==> config.mk <==
export PLATFORM = sky130hd
export DESIGN_NAME = pin_debounce
export DESIGN_NICKNAME = d
export VERILOG_FILES = /design/src/rtl/dbnc_pkg.sv /design/src/rtl/dbnc_ctrl.sv /design/src/rtl/dbnc_datapath.sv /design/src/rtl/pin_debounce.sv
export SDC_FILE = /design/constraint.sdc
export NUM_CORES = 1
export LEC_CHECK = 0
export ABC_AREA = 1
export BUFFER_PORTS_ARGS = -buffer_cell sky130_fd_sc_hd__buf_2
export CELL_PAD_IN_SITES_DETAIL_PLACEMENT = 0
export CELL_PAD_IN_SITES_GLOBAL_PLACEMENT = 1
export CORE_UTILIZATION = 46
export DETAILED_ROUTE_END_ITERATION = 7
export PLACE_DENSITY_LB_ADDON = 0.1
export SLEW_MARGIN = 20
export SYNTH_ARGS = -nofsm -noshare
export SYNTH_HDL_FRONTEND = slang
export SYNTH_SLANG_ARGS = --single-unit
==> constraint.sdc <==
create_clock -name clk -period 2.28 [get_ports clk]
set_input_delay 0.114 -clock clk [delete_from_list [all_inputs] [get_ports clk]]
set_output_delay 0.114 -clock clk [all_outputs]
set_load 0.005 [all_outputs]
==> src/rtl/dbnc_pkg.sv <==
package dbnc_pkg;
  localparam int NUM_PORTS = 4;
  localparam int PORT_W    = 8;
  localparam int CNT_W     = 8;
  localparam int TOTAL     = NUM_PORTS * PORT_W;

  // strobes from the control side to the filter datapath
  typedef struct packed {
    logic [TOTAL-1:0] filtOn;  // pin is enabled and its group count is nonzero
    logic             tick;    // millisecond strobe
  } dbStrobes_t;
endpackage

==> src/rtl/dbnc_ctrl.sv <==
module dbnc_ctrl
  import dbnc_pkg::*;
#(
  parameter int NPORT  = NUM_PORTS,
  parameter int PW     = PORT_W,
  parameter int CW     = CNT_W,
  localparam int PSEL_W = (NPORT > 1) ? $clog2(NPORT) : 1,
  localparam int ADDR_W = PSEL_W + 1,
  localparam int DATA_W = 2 * PW,
  localparam int NPIN   = NPORT * PW
) (
  input  logic              clk,
  input  logic              rstN,
  input  logic              msTick,
  input  logic              regWr,
  input  logic [ADDR_W-1:0] regAddr,
  input  logic [DATA_W-1:0] regWdata,
  output logic [DATA_W-1:0] regRdata,
  output logic [NPIN-1:0]   pinEn,
  output logic [NPORT*CW-1:0] portCount,
  output dbStrobes_t        strb
);
  logic [PW-1:0] enReg  [NPORT];
  logic [CW-1:0] cntReg [NPORT];
  logic [PSEL_W-1:0] portSel;
  logic isEnable;
  logic [PW-1:0] selMask, selVal;

  assign portSel  = regAddr[PSEL_W-1:0];
  assign isEnable = regAddr[PSEL_W];
  assign selMask  = regWdata[DATA_W-1:PW];
  assign selVal   = regWdata[PW-1:0];

  always_ff @(posedge clk) begin
    if (!rstN) begin
      for (int p = 0; p < NPORT; p++) begin
        enReg[p]  <= '0;
        cntReg[p] <= '0;
      end
    end else if (regWr && (int'(portSel) < NPORT)) begin
      if (isEnable)
        enReg[portSel] <= (enReg[portSel] & ~selMask) | (selVal & selMask);
      else
        cntReg[portSel] <= regWdata[CW-1:0];
    end
  end

  always_comb begin
    regRdata = '0;
    if (int'(portSel) < NPORT) begin
      if (isEnable) regRdata[PW-1:0] = enReg[portSel];
      else          regRdata[CW-1:0] = cntReg[portSel];
    end
  end

  generate
    for (genvar p = 0; p < NPORT; p++) begin : g_port
      assign pinEn[p*PW +: PW]     = enReg[p];
      assign portCount[p*CW +: CW] = cntReg[p];
      assign strb.filtOn[p*PW +: PW] = enReg[p] & {PW{|cntReg[p]}};
    end
  endgenerate

  assign strb.tick = msTick;
endmodule

==> src/rtl/dbnc_datapath.sv <==
module dbnc_datapath
  import dbnc_pkg::*;
#(
  parameter int NPORT = NUM_PORTS,
  parameter int PW    = PORT_W,
  parameter int CW    = CNT_W,
  localparam int NPIN = NPORT * PW
) (
  input  logic                clk,
  input  logic                rstN,
  input  dbStrobes_t          strb,
  input  logic [NPORT*CW-1:0] portCount,
  input  logic [NPIN-1:0]     rawIn,
  output logic [NPIN-1:0]     filtOut
);
  generate
    for (genvar i = 0; i < NPIN; i++) begin : g_pin
      localparam int GRP = i / PW;
      logic          state;
      logic [CW-1:0] stableCnt;
      logic [CW:0]   nextCnt;
      logic [CW-1:0] limit;

      assign limit   = portCount[GRP*CW +: CW];
      assign nextCnt = {1'b0, stableCnt} + 1'b1;

      always_ff @(posedge clk) begin
        if (!rstN) begin
          state     <= 1'b0;
          stableCnt <= '0;
        end else if (!strb.filtOn[i]) begin
          state     <= rawIn[i];   // track raw so enabling starts from it
          stableCnt <= '0;
        end else if (rawIn[i] == state) begin
          stableCnt <= '0;
        end else if (strb.tick) begin
          if (nextCnt >= {1'b0, limit}) begin
            state     <= rawIn[i];
            stableCnt <= '0;
          end else begin
            stableCnt <= nextCnt[CW-1:0];
          end
        end
      end

      assign filtOut[i] = strb.filtOn[i] ? state : rawIn[i];
    end
  endgenerate
endmodule

==> src/rtl/pin_debounce.sv <==
module pin_debounce
  import dbnc_pkg::*;
#(
  parameter int NPORT  = NUM_PORTS,
  parameter int PW     = PORT_W,
  parameter int CW     = CNT_W,
  localparam int PSEL_W = (NPORT > 1) ? $clog2(NPORT) : 1,
  localparam int ADDR_W = PSEL_W + 1,
  localparam int DATA_W = 2 * PW,
  localparam int NPIN   = NPORT * PW
) (
  input  logic              clk,
  input  logic              rstN,
  input  logic              msTick,
  input  logic [NPIN-1:0]   rawIn,
  input  logic              regWr,
  input  logic [ADDR_W-1:0] regAddr,
  input  logic [DATA_W-1:0] regWdata,
  output logic [DATA_W-1:0] regRdata,
  output logic [NPIN-1:0]   filtOut
);
  dbStrobes_t          strb;
  logic [NPIN-1:0]     pinEn;
  logic [NPORT*CW-1:0] portCount;

  dbnc_ctrl #(.NPORT(NPORT), .PW(PW), .CW(CW)) u_ctrl (
    .clk(clk), .rstN(rstN), .msTick(msTick), .regWr(regWr),
    .regAddr(regAddr), .regWdata(regWdata), .regRdata(regRdata),
    .pinEn(pinEn), .portCount(portCount), .strb(strb)
  );

  dbnc_datapath #(.NPORT(NPORT), .PW(PW), .CW(CW)) u_dp (
    .clk(clk), .rstN(rstN), .strb(strb), .portCount(portCount),
    .rawIn(rawIn), .filtOut(filtOut)
  );
endmodule

Yosys cells after proc, flatten, opt, wreduce, memory -nomap -nowiden
Memory sizes are Yosys's and may differ from the RTL's.
Index checks and enable logic that the tools add are counted.
- register bits: 288
- bits in writable memories: 64
- input bits: 55
- output and inout bits: 48
- word-level logic and storage cells: 577
- memories: 2
- memory list (name ; depth ; bits a word ; rd ports ; clocked after memory_dff ; write ports ; line ; source):
    u_ctrl.cntReg ; 4 ; 8 ; 5 ; 0 ; 4 ; dbnc_ctrl.sv:24 ; logic [CW-1:0] cntReg [NPORT];
    u_ctrl.enReg ; 4 ; 8 ; 5 ; 0 ; 4 ; dbnc_ctrl.sv:23 ; logic [PW-1:0] enReg [NPORT];
- add/sub/neg operators: 32
- magnitude comparators: 32
- equality and inequality tests: 128
- mux-type cells: 208
- bitwise logic cells: 41
- reduce and logical (&&, ||, !) cells: 70
- operator list (kind ; number):
    8-bit by 1-bit adder with 9-bit output (second input constant) ; 32
    9-bit by 8-bit greater-or-equal comparator with 1-bit output ; 32
    8-bit 2-to-1 mux ; 35
    2-bit inequality test (second input constant) ; 96
    1-bit 2-to-1 mux ; 171
    3-bit AND reduction ; 32
    3-bit OR reduction ; 32
    8-bit AND ; 6
    8-bit OR reduction ; 6
    1-bit inverter ; 33
    1-bit == test ; 32
    8-bit inverter ; 1
    8-bit bitwise OR ; 1
    2-bit 2-to-1 mux ; 2

Depth between registers and ports, before layout
Gate-level depths: netlist of the first run.
- word-level depth: 6
- gate-level depth with buffers: 18

Hierarchy
From an unflattened synthesis of the first run, not the netlist that was laid out.
- cells, all modules: 3489
- area, all modules: 25778.5 um^2
- modules (own cells, without submodules) (module ; times used ; cells each ; area each (um^2) ; sequential area each (um^2)):
    dbnc_datapath ; 1 ; 3056 ; 22048.6 ; 5765.5
    dbnc_ctrl ; 1 ; 433 ; 3729.8 ; 1921.8

Least setup slack after synthesis of the first run
OpenSTA, ideal clock, no wires.
- path type: reg-to-reg
- from: reg u_dp.g_pin[5].stableCnt[0]
- to: reg u_dp.g_pin[5].stableCnt[1]
- arrival: 1918 ps
- path slack: 292 ps
- cell stages (with the launch flop): 15
- buffers on the path: 0
- period minus slack after synthesis: 1988 ps
- cell sequence: dfxtp_1 > ha_1 > nand3_2 > nor2_1 > xor2_1 > ha_1 > nand2_1 > inv_1 > nand2_1 > nand2_1 > nand2_1 > nand2_1 > nor2_2 > nand2_1 > a21oi_1
- longest elaborated chain between the ends: 3
- RTL lines (what ; line ; source):
    from (decl) ; dbnc_datapath.sv:20 ; logic [CW-1:0] stableCnt;
    from (signal assigned) ; dbnc_datapath.sv:41 ; stableCnt <= nextCnt[CW-1:0];
    8-bit by 1-bit adder with 9-bit output * ; dbnc_datapath.sv:25 ; assign nextCnt = {1'b0, stableCnt} + 1'b1;
    9-bit by 8-bit greater-or-equal comparator with 1-bit output ; dbnc_datapath.sv:37 ; if (nextCnt >= {1'b0, limit}) begin
    8-bit 2-to-1 mux * ; dbnc_datapath.sv:37 ;
Mark *: on every way between the ends. The rest lies on a longest branch, timed or not.
A chain may end at the register's enable or synchronous reset.

Final worst setup path of the first run
- from: reg u_dp.g_pin[9].stableCnt[1]
- to: reg u_dp.g_pin[9].stableCnt[4]
- longest elaborated chain between the ends: 3
- RTL lines (what ; line):
    from (decl) ; dbnc_datapath.sv:20
    from (signal assigned) ; dbnc_datapath.sv:41
    8-bit by 1-bit adder with 9-bit output * ; dbnc_datapath.sv:25
    9-bit by 8-bit greater-or-equal comparator with 1-bit output ; dbnc_datapath.sv:37
    8-bit 2-to-1 mux * ; dbnc_datapath.sv:37
Marked as above.

==> metrics, run 1 <==
type of element launching the critical path=flop; Switch Pwr=4.42 mW; Synth async-reset ratio=0%; per-cell routed wire length=15.9 um; most frequent cells in the layout=945 x sky130_fd_sc_hd__nand2_1, 414 x sky130_fd_sc_hd__inv_1, 269 x sky130_fd_sc_hd__a21oi_1, 245 x sky130_fd_sc_hd__ha_1, 189 x sky130_fd_sc_hd__dfxtp_1; via-per-instance ratio=5.13; post-synthesis instance area=24600 sq um; top cell family by delay on the critical path=simple AND/OR/NAND/NOR gates; count of TritonRoute iterations in the first routing pass=5; placeable core region=52700 sq um; quantity of I/O buffers inserted on ports=94; Num Clock Sinks=352; result of the run=complete, no violations; number of global-route vias before repair=21000; Boundary Pins=103; relative contribution of combinational cells to total power=13.5%; Post-route DRC=0; Min-Delay Path Depth=3; reg-to-reg slack, setup=0.04 ns; Max Clk Rate=between 400 and 500 MHz; CTS Buf Count=45; later-pin clock latency in the skew report=0.59 ns; depth of the CTS H-tree=2; largest net degree at the start of global routing=51; 1st-iter DRT viols=1264; start point of the worst min-delay path=regWdata[0]; most common library cell in the layout ignoring fill and taps=sky130_fd_sc_hd__nand2_1; Placed Instances=4276; most used flip-flop cell after synthesis=sky130_fd_sc_hd__dfxtp_1; area added between synthesis and finish=30.3%; highest-delay cell along the critical path=sky130_fd_sc_hd__dfxtp_4; category of the worst setup path capture point=flop; worst reg2reg path startpoint=u_dp.g_pin[9].stableCnt[1]$_SDFFE_PP0P_; maximum root-to-sink buffer count=3; Synth top area share=23.4%; gp weighted congestion=roughly 0.89; path class of the lowest-slack min-delay path=input pin to flop; Die Y-Extent=233 um; cell count after synthesis=3451; Total Power=15.8 mW; setup TNS=0 ns; fraction of power consumed by sequential logic=41.3%; number of max-capacitance violations reported=0; Hold Path End=u_ctrl.cntReg[2][0]$_SDFFCE_PN0P_; CTS tree=done; pins over their slew limit=0; leakage dissipation=14.3 nW; final antenna diode count=0; HPWL reported at the end of detailed placement=around 48000 um; Max rail drop VDD=452 uV; post-synthesis sequential area ratio=31.3%; area of the die=54400 sq um; placement row count=84; fraction of final layout cells sized beyond drive strength 1=25.9%; top fanout value on the critical path=8; Hold Violations, Final=0; worst-margin pin slew=0.794 ns; post-route antenna net violation count=0; CP Data Arrival Time=2.75 ns; number of synthesized flops with an enable pin=64; total detailed-routing wirelength=71000 um; Post-Synthesis Mean Instance Area=slightly above 7 sq um; clock transition at the registers of the reported paths=0.06 ns; Yosys top cell by area=sky130_fd_sc_hd__dfxtp_1; first-pass GRT wire length=107000 um; synthesized flop and latch total=352; Die X=233 um; total power density per cell area=493 nW/um^2; ratio of final minimum period to clock period=98.1%; WP buf/inv=1; distinct cell type count after synthesis=32; cell internal power dissipation=11.4 mW; Final Setup Violations=0; leading cell types by total area after synthesis=sky130_fd_sc_hd__dfxtp_1 23%, sky130_fd_sc_hd__nand2_1 17%, sky130_fd_sc_hd__ha_1 15%; number of cells on the worst reg-to-reg path=15; post-route core utilization=about three fifths; grt total ovfl=0; count of nets after finishing=around 4100; start-to-end type of the worst setup path=flop to flop; final period demand of the worst path=2.24 ns; CTS Root Cell=sky130_fd_sc_hd__clkbuf_16; non-filler instance count after layout=4476; switch share=between 20% and 30%; fraction of power consumed by the clock network=45.2%; vias=23000; stage delay of the slowest cell on the critical path=~0.38 ns; RSZ-0062 raised after global routing=true; post-route clock skew=between 0.02 and 0.03 ns; GRT Util Overall=approximately 25%; reg-to-reg critical path endpoint=u_dp.g_pin[9].stableCnt[4]$_SDFFE_PP0P_; Slew Limit Headroom=approximately 47%; data required time at the worst endpoint=2.79 ns; cells traversed along the worst timing path=ha_4 > nand3_4 > xnor2_4 > ha_4 > nand2_4 > inv_2 > nand2_2 > nand3_2 > nand2_1 > nand2_1 > nand2_1 > nand2_2 > nor2_4 > nand2_2 > a21oi_2; effective utilization at floorplan=46.7%; number of warnings issued by yosys=0; number of antenna violations at the first check in global routing=3
==> repair_timing <==
action | in CTS | in global routing
hold buffers | 49 | 0
buffers inserted | 7 | 61
endpoints found under the setup margin | 63 | 316
pin swaps | 5 | 220
cloned | 0 | 0
endpoints found under the hold margin | 80 | 0
gates resized for setup | 31 | 696
==> power groups by stage <==
stage	registers, mW	clock network (mW)	logic (mW)
2_1_floorplan	6.66	0	1.11
3_3_place_gp	6.67	0	1.87
3_5_place_dp	6.68	0	1.91
4_1_cts	6.55	7.32	2.01
5_1_grt	6.54	7.55	2.37
6_report	6.53	7.13	2.13
==> kinds of logic after synthesis <==
family,Yosys count,synth area share (%)
other,1,0.0152
adder cells (fa/ha/maj),288,14.7
AO/OA/AOI/OAI,497,10.5
XOR/XNOR,221,7.87
AND/OR/NAND/NOR,1582,27.5
flip-flops,352,31.3
buffers and inverters,510,8.29
==> per-stage QoR <==
stage	worst slack, ns	hold slack (ns)	area, sq um
2_1_floorplan	0.292	0.246	24600
3_3_place_gp	-0.00936	0.373	26600
3_5_place_dp	-0.0659	0.388	26600
4_1_cts	0.00117	0.0000873	28800
5_1_grt	-0.106	0.0221	32000
6_report	0.0428	0.0283	32000
==> registers in the layout, summed over array words and instances, names as in the netlist <==
register / flops
u_dp.g_pin.stableCnt: 256
u_ctrl.cntReg: 32
u_ctrl.enReg: 32
u_dp.g_pin.state: 32
==> routing by layer <==
metal | up-vias | share of wire (%) | GRT usage, %
met3 | 118 | 4.8 | 4.15
met2 | 400 | 47 | 41.9
met5 | - | 0.056 | 0
met1 | 10700 | 45 | 32.1
met4 | 6 | 2.6 | 7.17
li1 | 11700 | - | -
==> worst reg2reg max path, cell delays in order (launching register included) <==
cell                      delay [ns]
sky130_fd_sc_hd__dfxtp_4        0.38
sky130_fd_sc_hd__ha_4           0.16
sky130_fd_sc_hd__nand3_4        0.12
sky130_fd_sc_hd__xnor2_4        0.25
sky130_fd_sc_hd__ha_4           0.25
sky130_fd_sc_hd__nand2_4        0.07
sky130_fd_sc_hd__inv_2          0.03
sky130_fd_sc_hd__nand2_2        0.05
sky130_fd_sc_hd__nand3_2        0.06
sky130_fd_sc_hd__nand2_1        0.06
sky130_fd_sc_hd__nand2_1        0.07
sky130_fd_sc_hd__nand2_1        0.09
sky130_fd_sc_hd__nand2_2        0.07
sky130_fd_sc_hd__nor2_4         0.26
sky130_fd_sc_hd__nand2_2        0.10
sky130_fd_sc_hd__a21oi_2        0.14
==> synthesized netlist by cell type (11+ instances only) <==
cell type / count
sky130_fd_sc_hd__a21oi_1: 356
sky130_fd_sc_hd__a31oi_1: 39
sky130_fd_sc_hd__buf_2: 44
sky130_fd_sc_hd__buf_4: 11
sky130_fd_sc_hd__dfxtp_1: 288
sky130_fd_sc_hd__edfxtp_1: 64
sky130_fd_sc_hd__ha_1: 288
sky130_fd_sc_hd__inv_1: 426
sky130_fd_sc_hd__inv_2: 17
sky130_fd_sc_hd__nand2_1: 1089
sky130_fd_sc_hd__nand3_1: 120
sky130_fd_sc_hd__nand3_2: 38
sky130_fd_sc_hd__nand4_1: 31
sky130_fd_sc_hd__nor2_1: 189
sky130_fd_sc_hd__nor2_2: 42
sky130_fd_sc_hd__nor2_4: 22
sky130_fd_sc_hd__nor3_1: 41
sky130_fd_sc_hd__o21ai_0: 92
sky130_fd_sc_hd__xnor2_1: 72
sky130_fd_sc_hd__xor2_1: 149
==> worst max-delay path by stage <==
stage	from	end	cells past startpoint
6_report	u_dp.g_pin[9].stableCnt[1]$_SDFFE_PP0P_	u_dp.g_pin[9].stableCnt[4]$_SDFFE_PP0P_	15
5_1_grt	u_dp.g_pin[9].stableCnt[1]$_SDFFE_PP0P_	u_dp.g_pin[9].stableCnt[2]$_SDFFE_PP0P_	15
4_1_cts	u_dp.g_pin[10].stableCnt[0]$_SDFFE_PP0P_	u_dp.g_pin[10].stableCnt[3]$_SDFFE_PP0P_	16
3_5_place_dp	u_dp.g_pin[24].stableCnt[0]$_SDFFE_PP0P_	u_dp.g_pin[24].stableCnt[6]$_SDFFE_PP0P_	15
3_3_place_gp	u_dp.g_pin[24].stableCnt[0]$_SDFFE_PP0P_	u_dp.g_pin[24].stableCnt[4]$_SDFFE_PP0P_	15
2_1_floorplan	u_dp.g_pin[5].stableCnt[0]$_SDFFE_PP0P_	u_dp.g_pin[5].stableCnt[1]$_SDFFE_PP0P_	14
==> final cells by class <==
type | instances | area (sq um)
Fill cell | 4629 | 20600
Inverter | 446 | 1690
Clock inverter | 25 | 175
Multi-Input combinational cell | 2596 | 17500
Timing Repair Buffer | 311 | 2620
Sequential cell | 352 | 7910
Tap cell | 688 | 861
Clock buffer | 58 | 1280
Power figures use the tool's default switching activity.
==> run 2, diff against run 1 <==
PLACE_DENSITY = 0.91   (was default)
PLACE_DENSITY_LB_ADDON = default   (was 0.1)
==> run 2 against run 1 <==
The flow now finishes with violations (setup timing). Setup slack got worse by 0.13 ns. Sequential power about the same. Final cell count about the same. Combinational power decreased by 3%. Via count decreased by 0.56%. Final area decreased by 2.4%. Wire length decreased by 4.8%. Clock-buffer cell count decreased by 5. Die area unchanged. Core utilization decreased by 1.5 points. Flip-flop and latch count unchanged. Critical endpoint is now filtOut[17].
==> metrics, run 2 (same netlist as run 1, synthesis figures left out) <==
later-pin clock latency in the skew report=between 0.5 and 0.6 ns; flip-flop count of the largest register after layout=256; CP Data Arrival Time=~2.3 ns; largest net degree at the start of global routing=63; area of the die=approximately 54000 sq um; quantity of I/O buffers inserted on ports=94; final period demand of the worst path=approximately 2.4 ns; Num Clock Sinks=352; Die Y-Extent=about 230 um; cells traversed along the worst timing path=nor4_1 > nand2_2 > buf_4 > nand2_1 > nand2_1 > o21ai_0 > buf_2; first-pass GRT wire length=102000 um; most frequent cells in the layout=997 x sky130_fd_sc_hd__nand2_1, 410 x sky130_fd_sc_hd__inv_1, 288 x sky130_fd_sc_hd__a21oi_1, 246 x sky130_fd_sc_hd__ha_1, 199 x sky130_fd_sc_hd__dfxtp_1; CTS tree=done; failing checks=setup timing; most common library cell in the layout ignoring fill and taps=sky130_fd_sc_hd__nand2_1; cell internal power dissipation=11.3 mW; leakage dissipation=14.1 nW; CTS Buf Count=43; Final Setup Violations=6; category of the worst setup path capture point=output port; Switch Pwr=4.30 mW; stage delay of the slowest cell on the critical path=0.44 ns; total detailed-routing wirelength=67500 um; relative contribution of combinational cells to total power=a little over an eighth; count of TritonRoute iterations in the first routing pass=5; via-per-instance ratio=about 5; gp weighted congestion=0.881; total power density per cell area=499 nW/um^2; Hold Violations, Final=0; post-route antenna net violation count=0; fraction of final layout cells sized beyond drive strength 1=23.6%; grt total ovfl=0; number of antenna violations at the first check in global routing=1; result of the run=finished, violations left; top fanout value on the critical path=6; worst reg2reg path startpoint=u_dp.g_pin[9].stableCnt[0]$_SDFFE_PP0P_; RSZ-0062 raised after global routing=true; effective utilization at floorplan=46.7%; most prevalent standard cell on the critical path=sky130_fd_sc_hd__nand2_1; Final WS setup=-0.0857 ns; Worst setup startpoint=u_ctrl.cntReg[2][4]$_SDFFCE_PN0P_; 1st-iter DRT viols=1251; Boundary Pins=approximately 100; start point of the worst min-delay path=regWdata[1]; type of element launching the critical path=flop; start-to-end type of the worst setup path=flop to output port; CTS Root Cell=sky130_fd_sc_hd__clkbuf_16; area added between synthesis and finish=27.1%; Die X=233 um; Max rail drop VDD=463 uV; final antenna diode count=0; Post-route DRC=0; Placed Instances=4281; largest register by flop count=u_dp.g_pin.stableCnt; number of max-capacitance violations reported=0; FILL cells=4745; maximum root-to-sink buffer count=3; worst-margin pin slew=0.757 ns; post-route clock skew=0.0192 ns; Reg area=slightly below 8000 sq um; placement row count=84; number of global-route vias before repair=20500; non-filler instance count after layout=between 4000 and 5000; Max Clk Rate=between 400 and 500 MHz; total area of multi-input combinational cells=17000 sq um; fraction of power consumed by sequential logic=42.0%; placeable core region=52700 sq um; fraction of power consumed by the clock network=44.7%; depth of the CTS H-tree=2; HPWL reported at the end of detailed placement=between 40000 and 50000 um; switch share=27.6%; ratio of final minimum period to clock period=104%; pins over their slew limit=0; setup TNS=-0.309 ns; clock transition at the registers of the reported paths=0.06 ns; per-cell routed wire length=15.1 um; data required time at the worst endpoint=roughly 2.2 ns; highest-delay cell along the critical path=sky130_fd_sc_hd__edfxtp_1; vias=22800; GRT Util Overall=23.5%; count of nets after finishing=~4000; Slew Limit Headroom=49.5%; path class of the lowest-slack min-delay path=input pin to flop
==> run 2: cell types whose count changed in the layout (fill, tap and decap cells not counted), sizes merged <==
cell and delta:
clkbuf -5, clkinvlp +8, buf +8, dlygate4sd3 -8
bufinv +1, inv -10, clkinv +2
==> run 2: stage by stage <==
step                      worst slack (ns)  area [sq um]  total power, mW  utilization [%]  hold WS, ns
after floorplan                      0.292         24600             7.78                -        0.246
after global placement              0.0750         26500             8.49             50.3        0.384
after detailed placement            0.0406         26500             8.52             50.3        0.387
after CTS                          -0.0371         28400             15.6             54.0      0.00288
after global routing                -0.161         31300             16.2             59.4       0.0304
final                              -0.0857         31300             15.6             59.4       0.0307
==> run 2: worst max-delay path: cells and delay by family (launching register included) <==
kind	cells	cell delay, ns
AO/OA/AOI/OAI	1	0.07
buffers and inverters	2	0.31
flip-flops	1	0.44
AND/OR/NAND/NOR	4	0.86
==> run 2: worst paths after layout <==
| check | to | slack [ns] | depth (start not counted) |
|---|---|---|---|
| worst max-delay path | filtOut[17] | -0.09 | 7 |
| worst min-delay path | u_ctrl.cntReg[3][1]$_DFFE_PP_ | 0.03 | 3 |
| worst max register to register | u_dp.g_pin[9].stableCnt[3]$_SDFFE_PP0P_ | 0 | 14 |
| worst min register to register | u_dp.g_pin[2].stableCnt[1]$_SDFFE_PP0P_ | 0.48 | 2 |
==> run 2: power by group through the flow <==
stage                     Clock [mW]  Combinational [mW]  Sequential, mW
final                           6.97                2.07            6.55
after global routing            7.34                2.30            6.55
after CTS                       7.12                1.92            6.54
after detailed placement           0                1.84            6.68
after global placement             0                1.82            6.67
after floorplan                    0                1.11            6.66
==> run 2: area by class of cell <==
| cell class | instances | area share, % |
|---|---|---|
| clock buffers | 53 | 3.86 |
| clock inverters | 26 | 0.668 |
| inverters | 446 | 5.50 |
| multi-input cells | 2596 | 54.4 |
| flip-flops and latches | 352 | 25.1 |
| well taps | 688 | 2.75 |
| repair buffers | 311 | 7.74 |
==> run 2: layer usage <==
layer	GRT usage, %	vias to the layer above	routed length (um)
met4	7.37	2	1770
met3	3.65	108	4290
li1	-	11700	-
met1	31.5	10400	29900
met5	0	-	13
met2	38.5	544	31500
==> run 2: timing repair <==
action,in CTS,in global routing
setup endpoints to repair,24,315
endpoints found under the hold margin,49,0
pin swaps,2,141
setup buffers,5,66
hold buffers,41,0
resized for setup,12,561
==> run 3, diff against run 2 <==
CELL_PAD_IN_SITES_DETAIL_PLACEMENT = 2   (was 0)
CELL_PAD_IN_SITES_GLOBAL_PLACEMENT = 2   (was 1)
CORE_UTILIZATION = 39   (was 46)
PLACE_DENSITY = 0.95   (was 0.91)
clock period = 3 ns   (was 2.28 ns; I/O delays follow)
==> run 3 against run 2 <==
The flow finishes with violations (hold timing, capacitance limit, slew limit, setup timing). Final cell count grew 0.31%. Sequential power shrank 23%. Flip-flop and latch count is the same. Combinational power shrank 7%. Die area grew 18%. Sequential share of layout area grew 2.2 points. Via count grew 30%. Clock-buffer cell count grew 18. Critical endpoint is now u_dp.g_pin[7].stableCnt[3]$_SDFFE_PP0P_.
==> metrics, run 3 (same netlist as run 1, synthesis figures left out) <==
Post-route DRC=0; total area of multi-input combinational cells=15200 sq um; data required time at the worst endpoint=3.46 ns; Hold Violations, Final=2; leakage dissipation=13.2 nW; quantity of I/O buffers inserted on ports=94; FILL cells=slightly above 7000; Boundary Pins=103; Total Power=13.0 mW; clock transition at the registers of the reported paths=0.07 ns; GRT Util Overall=43.1%; most frequent cells in the layout=1089 x sky130_fd_sc_hd__nand2_1, 426 x sky130_fd_sc_hd__inv_1, 340 x sky130_fd_sc_hd__a21oi_1, 286 x sky130_fd_sc_hd__ha_1, 277 x sky130_fd_sc_hd__dfxtp_1; CP Data Arrival Time=4.64 ns; Final WS setup=-1.18 ns; fraction of power consumed by sequential logic=38.7%; failing checks=hold timing, capacitance limit, slew limit, setup timing; CTS Buf Count=46; flip-flop count of the largest register after layout=roughly 260; depth of the CTS H-tree=2; CTS Root Cell=sky130_fd_sc_hd__clkbuf_16; total detailed-routing wirelength=roughly 160000 um; Max rail drop VDD=519 uV; count of TritonRoute iterations in the first routing pass=5; largest net degree at the start of global routing=71; maximum root-to-sink buffer count=3; Final Setup Violations=134; ratio of final minimum period to clock period=139%; start-to-end type of the worst setup path=flop to flop; largest register by flop count=u_dp.g_pin.stableCnt; CTS tree=done; worst-margin pin slew=1.76 ns; later-pin clock latency in the skew report=0.68 ns; gp weighted congestion=0.845; effective utilization at floorplan=39.6%; most prevalent standard cell on the critical path=sky130_fd_sc_hd__nand2_1; final period demand of the worst path=4.18 ns; Worst Hold Slack=-0.00609 ns; top cell family by delay on the critical path=compound AO/OA/AOI/OAI gates; number of max-capacitance violations reported=1; Max Clk Rate=239 MHz; Reg area=7700 sq um; Die X=253 um; 1st-iter DRT viols=3238; switch share=34.1%; grt total ovfl=0; count of nets after finishing=3949; placeable core region=62100 sq um; WP buf/inv=1; placement row count=91; via-per-instance ratio=6.63; first-pass GRT wire length=207000 um; fraction of final layout cells sized beyond drive strength 1=10.5%; post-route antenna net violation count=0; area of the die=64100 sq um; relative contribution of combinational cells to total power=14.7%; cell internal power dissipation=8.59 mW; top fanout value on the critical path=8; Die Y-Extent=between 200 and 300 um; post-route clock skew=0.0464 ns; area added between synthesis and finish=14.8%; path class of the lowest-slack min-delay path=input pin to flop; most common library cell in the layout ignoring fill and taps=sky130_fd_sc_hd__nand2_1; Slew Limit Headroom=-18.3%; HPWL reported at the end of detailed placement=about 79000 um; total power density per cell area=462 nW/um^2; Num Clock Sinks=352; pins over their slew limit=2; stage delay of the slowest cell on the critical path=between 1 and 1.5 ns; result of the run=finished, violations left; number of antenna violations at the first check in global routing=27; highest-delay cell along the critical path=sky130_fd_sc_hd__xnor2_1; Switch Pwr=between 4 and 5 mW; vias=29700; number of global-route vias before repair=32200; category of the worst setup path capture point=flop; per-cell routed wire length=35.9 um; fraction of power consumed by the clock network=46.6%; setup TNS=-24.98 ns; cells traversed along the worst timing path=nand3_1 > nor2_1 > xnor2_1 > inv_1 > ha_1 > a31oi_1 > nand2_1 > nor2_4 > nand2_1 > a21oi_1; type of element launching the critical path=flop
[run 3: metrics by stage]
step	std cells	setup slack [ns]	util, %	cell area [sq um]	hold WS, ns
after CTS	4462	0.00445	44.8	27800	0.00778
after detailed placement	4346	0.105	41.9	26000	0.432
after floorplan	3458	1.01	-	24600	0.282
final	4486	-1.18	45.5	28200	-0.00609
after global routing	4479	-1.27	45.5	28200	0.0188
after global placement	4346	0.685	41.9	26000	0.419
[run 3: what timing repair did]
action,in CTS,in global routing
resized for setup,3,63
buffers inserted,0,17
hold buffers,32,0
gates cloned,0,0
endpoints found under the hold margin,32,0
pin swaps,0,13
endpoints found under the setup margin,3,107
[run 3: cell type report]
| type | count | area share, % |
|---|---|---|
| multi-input cells | 2596 | 53.7 |
| flip-flops and latches | 352 | 27.3 |
| inverters | 446 | 5.96 |
| clock buffers | 71 | 4.95 |
| repair buffers | 164 | 4.08 |
| well taps | 837 | 3.71 |
| clock inverters | 13 | 0.226 |
| diodes | 7 | 0.0620 |
[run 3: path summary, 6_finish.rpt]
path,to,start,slack [ns],cells past startpoint
max,u_dp.g_pin[7].stableCnt[3]$_SDFFE_PP0P_,u_dp.g_pin[7].stableCnt[2]$_SDFFE_PP0P_,-1.18,10
min,u_ctrl.enReg[3][5]$_DFFE_PP_,regWdata[13],-0.006,3
max reg2reg,u_dp.g_pin[7].stableCnt[3]$_SDFFE_PP0P_,u_dp.g_pin[7].stableCnt[2]$_SDFFE_PP0P_,-1.18,10
min reg2reg,u_dp.g_pin[30].stableCnt[7]$_SDFFE_PP0P_,u_dp.g_pin[30].stableCnt[7]$_SDFFE_PP0P_,0.51,2
[run 3: worst register-to-register path: stages (launching register included)]
cell                      delay (ns)
sky130_fd_sc_hd__dfxtp_1        0.39
sky130_fd_sc_hd__nand3_1        0.21
sky130_fd_sc_hd__nor2_1         0.11
sky130_fd_sc_hd__xnor2_1        1.02
sky130_fd_sc_hd__inv_1          0.30
sky130_fd_sc_hd__ha_1           0.35
sky130_fd_sc_hd__a31oi_1        0.25
sky130_fd_sc_hd__nand2_1        0.17
sky130_fd_sc_hd__nor2_4         0.28
sky130_fd_sc_hd__nand2_1        0.11
sky130_fd_sc_hd__a21oi_1        0.79
[run 3: layer usage]
layer | vias up | routed length (um) | track usage [%]
met4 | 28 | 18300 | 39.9
li1 | 11400 | - | -
met1 | 14300 | 54100 | 43.4
met5 | - | 194 | 0
met2 | 2575 | 71700 | 73.7
met3 | 1371 | 16700 | 10.4
[run 3: power by group through the flow]
stage	Combinational (mW)	Clock [mW]	Sequential (mW)
2_1_floorplan	0.846	0	5.07
3_3_place_gp	1.30	0	5.10
4_1_cts	1.62	5.76	5.02
6_report	1.92	6.07	5.04
3_5_place_dp	1.47	0	5.12
5_1_grt	1.95	6.10	5.04
